===== src/rtl/esp_pkg.sv =====
package esp_pkg;

    // Number of reserved words ahead of the status word of a timing code.
    localparam int PRE_WORDS = 3;
    localparam logic [7:0] PRE_LEAD = 8'hFF;
    localparam logic [7:0] PRE_FILL = 8'h00;

    typedef enum logic [1:0] {
        ST_HUNT,
        ST_HBLANK,
        ST_ACTIVE,
        ST_VBLANK
    } line_state_e;

    typedef struct packed {
        logic hit;
        logic f;
        logic v;
        logic h;
    } trs_info_t;

endpackage


===== src/rtl/esp_trs_detect.sv =====
module esp_trs_detect
    import esp_pkg::*;
#(
    parameter int DATA_W = 10
) (
    input  logic              clk,
    input  logic              rst_n,
    input  logic              wide_mode,
    input  logic              din_en,
    input  logic [DATA_W-1:0] din,
    output trs_info_t         trs
);

    logic [7:0] byte_now;
    logic [7:0] hist_q [PRE_WORDS];
    logic       pre_ok;

    // Compare on the top eight bits of a wide sample, or the low byte otherwise.
    assign byte_now = wide_mode ? din[DATA_W-1 -: 8] : din[7:0];

    // History of accepted bytes, newest in slot 0.
    generate
        for (genvar gi = 0; gi < PRE_WORDS; gi++) begin : g_hist
            always_ff @(posedge clk) begin
                if (!rst_n) begin
                    hist_q[gi] <= 8'h01;
                end else if (din_en) begin
                    if (gi == 0) begin
                        hist_q[gi] <= byte_now;
                    end else begin
                        hist_q[gi] <= hist_q[gi-1];
                    end
                end
            end
        end
    endgenerate

    always_comb begin
        pre_ok = (hist_q[PRE_WORDS-1] == PRE_LEAD);
        for (int i = 0; i < PRE_WORDS - 1; i++) begin
            pre_ok = pre_ok && (hist_q[i] == PRE_FILL);
        end
    end

    always_comb begin
        trs.hit = din_en && pre_ok && byte_now[7];
        trs.f   = byte_now[6];
        trs.v   = byte_now[5];
        trs.h   = byte_now[4];
    end

endmodule


===== src/rtl/esp_line_fsm.sv =====
module esp_line_fsm
    import esp_pkg::*;
#(
    parameter int DATA_W = 10,
    parameter int PIX_W  = 11
) (
    input  logic              clk,
    input  logic              rst_n,
    input  logic              wide_mode,
    input  logic              din_en,
    input  logic [DATA_W-1:0] din,
    input  logic              sav_hit,
    input  logic              eav_hit,
    input  logic              code_v,
    input  logic [PIX_W-1:0]  cfg_active,
    output logic              pix_valid,
    output logic [DATA_W-1:0] pix_data,
    output logic              line_start,
    output logic              line_end,
    output logic              line_done,
    output logic              sync_lost,
    output logic              line_ok
);

    localparam int CW = PIX_W + 1;
    localparam logic [CW-1:0] CNT_MAX = '1;
    localparam logic [CW-1:0] PRE_LEN = CW'(PRE_WORDS);

    line_state_e state_q, state_d, sav_target;
    logic [CW-1:0] cnt_q, n_c, need_c;
    logic accept_word, emit, short_line, eav_bad, any_code;

    assign n_c        = {1'b0, cfg_active};
    assign need_c     = n_c + PRE_LEN;
    assign any_code   = sav_hit || eav_hit;
    assign sav_target = code_v ? ST_VBLANK : ST_ACTIVE;

    assign accept_word = din_en && !any_code && (state_q == ST_ACTIVE);
    assign emit        = accept_word && (cnt_q < n_c);
    assign short_line  = cnt_q < need_c;
    assign line_ok     = (state_q == ST_ACTIVE) && eav_hit && !short_line;
    assign eav_bad     = (state_q == ST_ACTIVE) && eav_hit && short_line;

    always_comb begin
        state_d = state_q;
        unique case (state_q)
            ST_HUNT: begin
                if (sav_hit) state_d = sav_target;
            end
            ST_HBLANK: begin
                if (sav_hit) state_d = sav_target;
            end
            ST_ACTIVE: begin
                if (eav_hit)      state_d = short_line ? ST_HUNT : ST_HBLANK;
                else if (sav_hit) state_d = sav_target;
            end
            ST_VBLANK: begin
                if (eav_hit)      state_d = ST_HBLANK;
                else if (sav_hit) state_d = sav_target;
            end
            default: state_d = ST_HUNT;
        endcase
    end

    // State register and sample counter.
    always_ff @(posedge clk) begin
        if (!rst_n) begin
            state_q <= ST_HUNT;
            cnt_q   <= '0;
        end else begin
            state_q <= state_d;
            if (sav_hit) begin
                cnt_q <= '0;
            end else if (accept_word && cnt_q != CNT_MAX) begin
                cnt_q <= cnt_q + 1'b1;
            end
        end
    end

    // Registered outputs.
    always_ff @(posedge clk) begin
        if (!rst_n) begin
            pix_valid  <= 1'b0;
            pix_data   <= '0;
            line_start <= 1'b0;
            line_end   <= 1'b0;
            line_done  <= 1'b0;
            sync_lost  <= 1'b0;
        end else begin
            pix_valid  <= emit;
            if (emit) begin
                pix_data <= wide_mode ? din : DATA_W'(din[7:0]);
            end
            line_start <= emit && (cnt_q == '0);
            line_end   <= emit && ((cnt_q + 1'b1) == n_c);
            line_done  <= line_ok;
            if (eav_bad) begin
                sync_lost <= 1'b1;
            end else if (sav_hit) begin
                sync_lost <= 1'b0;
            end
        end
    end


    no_pix_in_blank_chk: assert property (@(posedge clk) disable iff (!rst_n)
        (state_q != ST_ACTIVE) |=> !pix_valid);


    line_start_pix_chk: assert property (@(posedge clk) disable iff (!rst_n)
        line_start |-> pix_valid);


    line_end_pix_chk: assert property (@(posedge clk) disable iff (!rst_n)
        line_end |-> pix_valid);


    lost_enters_hunt_chk: assert property (@(posedge clk) disable iff (!rst_n)
        $rose(sync_lost) |-> (state_q == ST_HUNT));


    done_not_lost_chk: assert property (@(posedge clk) disable iff (!rst_n)
        line_done |-> !sync_lost);

endmodule


===== src/rtl/esp_frame_track.sv =====
module esp_frame_track
    import esp_pkg::*;
#(
    parameter int LINE_W = 10
) (
    input  logic              clk,
    input  logic              rst_n,
    input  trs_info_t         trs,
    input  logic              line_ok,
    input  logic              line_done,
    input  logic [LINE_W-1:0] cfg_frame_lines,
    input  logic [LINE_W-1:0] cfg_partial_lines,
    output logic              field_id,
    output logic              vblank,
    output logic              frame_start,
    output logic              frame_done,
    output logic              partial_done
);

    localparam logic [LINE_W-1:0] LINE_MAX = '1;

    logic              last_f_q;
    logic [LINE_W-1:0] line_cnt_q;
    logic [LINE_W:0]   line_nxt;
    logic              sav, fs_c;

    assign sav      = trs.hit && !trs.h;
    assign fs_c     = sav && trs.v && !trs.f && last_f_q;
    assign line_nxt = {1'b0, line_cnt_q} + 1'b1;

    always_ff @(posedge clk) begin
        if (!rst_n) begin
            field_id     <= 1'b0;
            vblank       <= 1'b0;
            last_f_q     <= 1'b0;
            line_cnt_q   <= '0;
            frame_start  <= 1'b0;
            frame_done   <= 1'b0;
            partial_done <= 1'b0;
        end else begin
            if (trs.hit) begin
                field_id <= trs.f;
                vblank   <= trs.v;
            end
            if (sav) begin
                last_f_q <= trs.f;
            end
            frame_start <= fs_c;
            if (fs_c) begin
                line_cnt_q <= '0;
            end else if (line_ok && line_cnt_q != LINE_MAX) begin
                line_cnt_q <= line_cnt_q + 1'b1;
            end
            frame_done   <= line_ok && (line_nxt == {1'b0, cfg_frame_lines});
            partial_done <= line_ok && (cfg_partial_lines != '0)
                            && (line_nxt == {1'b0, cfg_partial_lines});
        end
    end


    frame_done_on_line_chk: assert property (@(posedge clk) disable iff (!rst_n)
        frame_done |-> line_done);


    partial_on_line_chk: assert property (@(posedge clk) disable iff (!rst_n)
        partial_done |-> line_done);


    fs_in_vblank_chk: assert property (@(posedge clk) disable iff (!rst_n)
        frame_start |-> (vblank && !field_id));

endmodule


===== src/rtl/emb_sync_parser.sv =====
module emb_sync_parser
    import esp_pkg::*;
#(
    parameter int DATA_W = 10,
    parameter int PIX_W  = 11,
    parameter int LINE_W = 10
) (
    input  logic              clk,
    input  logic              rst_n,
    input  logic              wide_mode,
    input  logic              din_en,
    input  logic [DATA_W-1:0] din,
    input  logic [PIX_W-1:0]  cfg_active_samples,
    input  logic [LINE_W-1:0] cfg_frame_lines,
    input  logic [LINE_W-1:0] cfg_partial_lines,
    output logic              pix_valid,
    output logic [DATA_W-1:0] pix_data,
    output logic              line_start,
    output logic              line_end,
    output logic              field_id,
    output logic              vblank,
    output logic              frame_start,
    output logic              line_done,
    output logic              partial_done,
    output logic              frame_done,
    output logic              sync_lost
);

    trs_info_t trs;
    logic      line_ok;

    esp_trs_detect #(.DATA_W(DATA_W)) u_detect (
        .clk       (clk),
        .rst_n     (rst_n),
        .wide_mode (wide_mode),
        .din_en    (din_en),
        .din       (din),
        .trs       (trs)
    );

    esp_line_fsm #(.DATA_W(DATA_W), .PIX_W(PIX_W)) u_line (
        .clk        (clk),
        .rst_n      (rst_n),
        .wide_mode  (wide_mode),
        .din_en     (din_en),
        .din        (din),
        .sav_hit    (trs.hit && !trs.h),
        .eav_hit    (trs.hit && trs.h),
        .code_v     (trs.v),
        .cfg_active (cfg_active_samples),
        .pix_valid  (pix_valid),
        .pix_data   (pix_data),
        .line_start (line_start),
        .line_end   (line_end),
        .line_done  (line_done),
        .sync_lost  (sync_lost),
        .line_ok    (line_ok)
    );

    esp_frame_track #(.LINE_W(LINE_W)) u_frame (
        .clk               (clk),
        .rst_n             (rst_n),
        .trs               (trs),
        .line_ok           (line_ok),
        .line_done         (line_done),
        .cfg_frame_lines   (cfg_frame_lines),
        .cfg_partial_lines (cfg_partial_lines),
        .field_id          (field_id),
        .vblank            (vblank),
        .frame_start       (frame_start),
        .frame_done        (frame_done),
        .partial_done      (partial_done)
    );

endmodule


===== config.mk =====
export PLATFORM = sky130hd
export DESIGN_NAME = emb_sync_parser
export DESIGN_NICKNAME = d
export VERILOG_FILES = /design/src/rtl/esp_pkg.sv /design/src/rtl/esp_trs_detect.sv /design/src/rtl/esp_line_fsm.sv /design/src/rtl/esp_frame_track.sv /design/src/rtl/emb_sync_parser.sv
export SDC_FILE = /design/constraint.sdc
export NUM_CORES = 1
export LEC_CHECK = 0
export BUFFER_PORTS_ARGS = -buffer_cell sky130_fd_sc_hd__clkbuf_2
export CAP_MARGIN = 20
export CORE_UTILIZATION = 52
export CTS_CLUSTER_SIZE = 24
export DETAILED_ROUTE_END_ITERATION = 7
export PLACE_DENSITY = 0.77
export SETUP_SLACK_MARGIN = 0.15
export SLEW_MARGIN = 20
export SYNTH_ARGS = -nofsm -noshare
export SYNTH_HDL_FRONTEND = slang
export SYNTH_SLANG_ARGS = --single-unit

===== constraint.sdc =====
create_clock -name clk -period 3.8 [get_ports clk]
set_input_delay 1.14 -clock clk [delete_from_list [all_inputs] [get_ports clk]]
set_output_delay 1.14 -clock clk [all_outputs]
set_load 0.05 [all_outputs]

==> results by group <==
Status
  – Status: complete, no violations

Die
  – Die area: ~8700 um2
  – Chip Height: approximately 93 um
  – Initial cell density of the core: 0.547
  – Core area: about 8000 um2
  – Io pins: 65
  – Die W: 93.1 um
  – Row count: 32

Critical path
  – CP dominant cell by count: ha_1
  – Cell breakdown of the critical path: clkbuf_2, inv_1, ha_1, nor3_1, buf_4, nand3_1, xnor2_1, ha_1, nand4_1, a2111oi_4, o31ai_4, or4_1, a21oi_1
  – Setup CP Type: in2reg
  – Max incr delay on CP: 0.44 ns
  – Required @ worst endpoint: 4.07 ns
  – WP data arrival: 3.68 ns
  – Crit start category: input port
  – Element type at the critical path end: flop
  – Max FO, Critical Path: 16
  – Slowest stage cell, crit path: or4_1

Placement
  – IO Port Bufs: 64
  – Routability-driven placement congestion ratio: roughly 0.91
  – Placed Instance Area: 4830 um2
  – DP HPWL: 7650 um

Layout
  – Number of diodes: 0
  – Post-layout util: 0.642
  – Layout cells sized above 1: 0.204
  – Post-Layout Inst Area: 5070 um2
  – Layout area overhead: 17.4%
  – Fillers: 679
  – Fin nets: 620

STA
  – Peak Freq: 293 MHz
  – Setup violators final: 0
  – Period utilisation layout: 0.897
  – Unrepaired setup endpoints after global routing: false
  – Fin. max-slew vios: 0
  – Layout Skew: a little under 0.009 ns
  – Final Hold Vio Count: 0
  – Worst slew margin: 0.513
  – Min cycle time layout: 3.41 ns
  – Actual slew at the worst max-slew pin: between 0.7 and 0.8 ns

Clock tree
  – Hold buffer count at cts: 0
  – Clock root cell: clkbuf_8
  – H-tree depth: 3
  – CTS Sinks: 69
  – Postcts setup bufs: 0
  – Clock buffer count from CTS: 9
  – Longest Clk Path Bufs: 2
  – CTS resizes: 0
  – CTS tree: done
  – Worst-path clk slew: around 0.08 ns
  – Clock Latency Late Sink: 0.35 ns

Routing
  – Detailed-route DRC error count: 0
  – Vias/cell: 5.79
  – Pre-antenna DRT Iters: 4
  – Routed WL: 9910 um
  – Starting DRC count in detailed routing: roughly 210
  – Via count: about 3.8k
  – DRT antenna net count: 0
  – DR WL/cell: 15.1 um

Synth
  – Synth async-reset ratio: 0
  – Synth Register Bits: 69
  – Synthesized cell area: 4320 um2
  – Synthesized area per cell: 9.11 um2
  – Mapped Nets: 546
  – Top cells by area, synth: dfxtp_1 (21%), edfxtp_1 (17%), ha_1 (7.8%)
  – Post-synth top flop: dfxtp_1
  – Register area share after synthesis: 0.376
  – Ys Warns: 0
  – Distinct cells, synth: 53
  – EDFF count, synth: 24
  – Largest area contributor in the netlist: dfxtp_1
  – Syn Inst Count: roughly 470
  – Top cell type's share of synthesized area: 0.209

Flow run
  – Max_cap viols: 0

Global route
  – Total GRT Usage: 0.246
  – First-pass GRT wire length: 16900 um
  – Number of global-route vias before repair: about 3.7k
  – Antenna violations before repair: 0
  – Total gr overflow: 0
  – Largest net degree at the start of global routing: 26

Pwr
  – Clock power frac: 0.398
  – Logic pwr share: 0.095
  – Int Power: 1.16 mW
  – Switching power: 0.396 mW
  – Sw Share: 0.254
  – Cell Pwr Density: 307 nW/um2
  – Maximum vdd drop: 0.000213 V
  – LEAKAGE: between 2 and 2.5 nW
  – Share of power burned in registers: 0.507

Min path
  – Hold Crit Class: reg2reg
-- metrics by stage --
stage	hold slack, ns	setup TNS [ns]	instances	power, mW	setup slack [ns]
finish	0.463	0	655	1.56	0.391
CTS	0.459	0	655	1.57	0.207
global route	0.485	0	655	1.62	0.217
global placement	0.444	0	639	0.948	0.00745
detailed placement	0.448	-1.29	639	0.954	-0.157
floorplan	0.437	0	474	0.890	0.183
-- cells by family after synthesis --
logic type / share of synthesized area
compound gates: 0.113
xor+xnor: 0.114
fa+ha+maj: 0.0783
buf+inv: 0.0371
flops: 0.376
mux: 0.0446
simple gates: 0.238
-- synthesized netlist by cell type, types with 9 or more instances --
cell type	instances
mux2i_1	17
clkbuf_1	18
nor2_1	41
edfxtp_1	24
dfxtp_1	45
o21ai_0	9
inv_1	19
xor2_1	21
and3_1	20
nand3_1	27
nand4_1	9
xnor2_1	35
ha_1	27
nand2_1	21
a21oi_1	28
nor3_1	16
-- power by group through the flow --
| stage | clock network, mW | logic, mW | registers, mW |
|---|---|---|---|
| after floorplan | 0 | 0.0860 | 0.804 |
| after global placement | 0 | 0.142 | 0.806 |
| after detailed placement | 0 | 0.147 | 0.807 |
| after CTS | 0.632 | 0.148 | 0.789 |
| after global routing | 0.663 | 0.166 | 0.792 |
| final | 0.620 | 0.149 | 0.789 |
-- metal layers --
metal  track usage  vias up  share of wire
met3        0.0496       14          0.049
met1         0.312     1793           0.44
li1              -     1882              -
met2         0.414      101           0.49
met4        0.0910        0          0.013
met5             0        -              0
-- placed cells by master, fill, tap and decap left out, types with 4 or more instances in the layout --
cell type	count
clkbuf_8	9
buf_4	20
ha_1	27
mux2i_1	17
nor3_1	16
nor4_1	7
o21ai_0	9
a21oi_1	28
a211oi_1	4
xnor2_1	35
o31ai_1	7
dfxtp_1	45
nor2_1	41
edfxtp_1	24
inv_1	19
nand4b_1	4
nand2_1	21
or2_2	6
clkbuf_2	64
nand3_1	27
or3_1	6
nand4_1	9
or4_1	7
and4_1	4
and3_1	20
nor2b_1	5
xor2_1	21
-- worst paths after layout --
check | to | cells past startpoint | start | slack (ns)
max | u_frame.line_cnt_q[3]$_SDFFE_PP0P_ | 13 | cfg_active_samples[0] | 0.39
max reg2reg | u_frame.line_cnt_q[8]$_SDFFE_PP0P_ | 6 | u_detect.hist_q[0][1]$_SDFFCE_PN0P_ | 1.21
min reg2reg | u_line.pix_data[9]$_SDFFE_PN0P_ | 2 | u_line.pix_data[9]$_SDFFE_PN0P_ | 0.46
min | u_line.pix_data[9]$_SDFFE_PN0P_ | 2 | u_line.pix_data[9]$_SDFFE_PN0P_ | 0.46
-- state kept, by name, indices dropped and copies added, names as in the netlist, 2 cells and up --
register and cells:
u_line.cnt_q 12, u_line.pix_data 10, u_detect.hist_q 24, u_frame.line_cnt_q 10
u_line.state_q 2
-- cell type report --
cell class	count	area (um2)	area share
Timing Repair Buffer	84	470	0.0928
Clock buffer	9	124	0.0244
Multi-Input combinational cell	364	2570	0.506
Inverter	20	75.1	0.0148
Sequential cell	69	1620	0.320
Tap cell	102	128	0.0252
Clock inverter	7	82.6	0.0163
-- critical path, delay by kind of cell --
kind                     cells  cell delay [ns]
AND/OR/NAND/NOR              4             0.88
AO/OA/AOI/OAI                3             0.67
adder cells (fa/ha/maj)      2             0.50
buffers and inverters        3             0.33
XOR/XNOR                     1             0.15
Power figures use the tool's default switching activity.
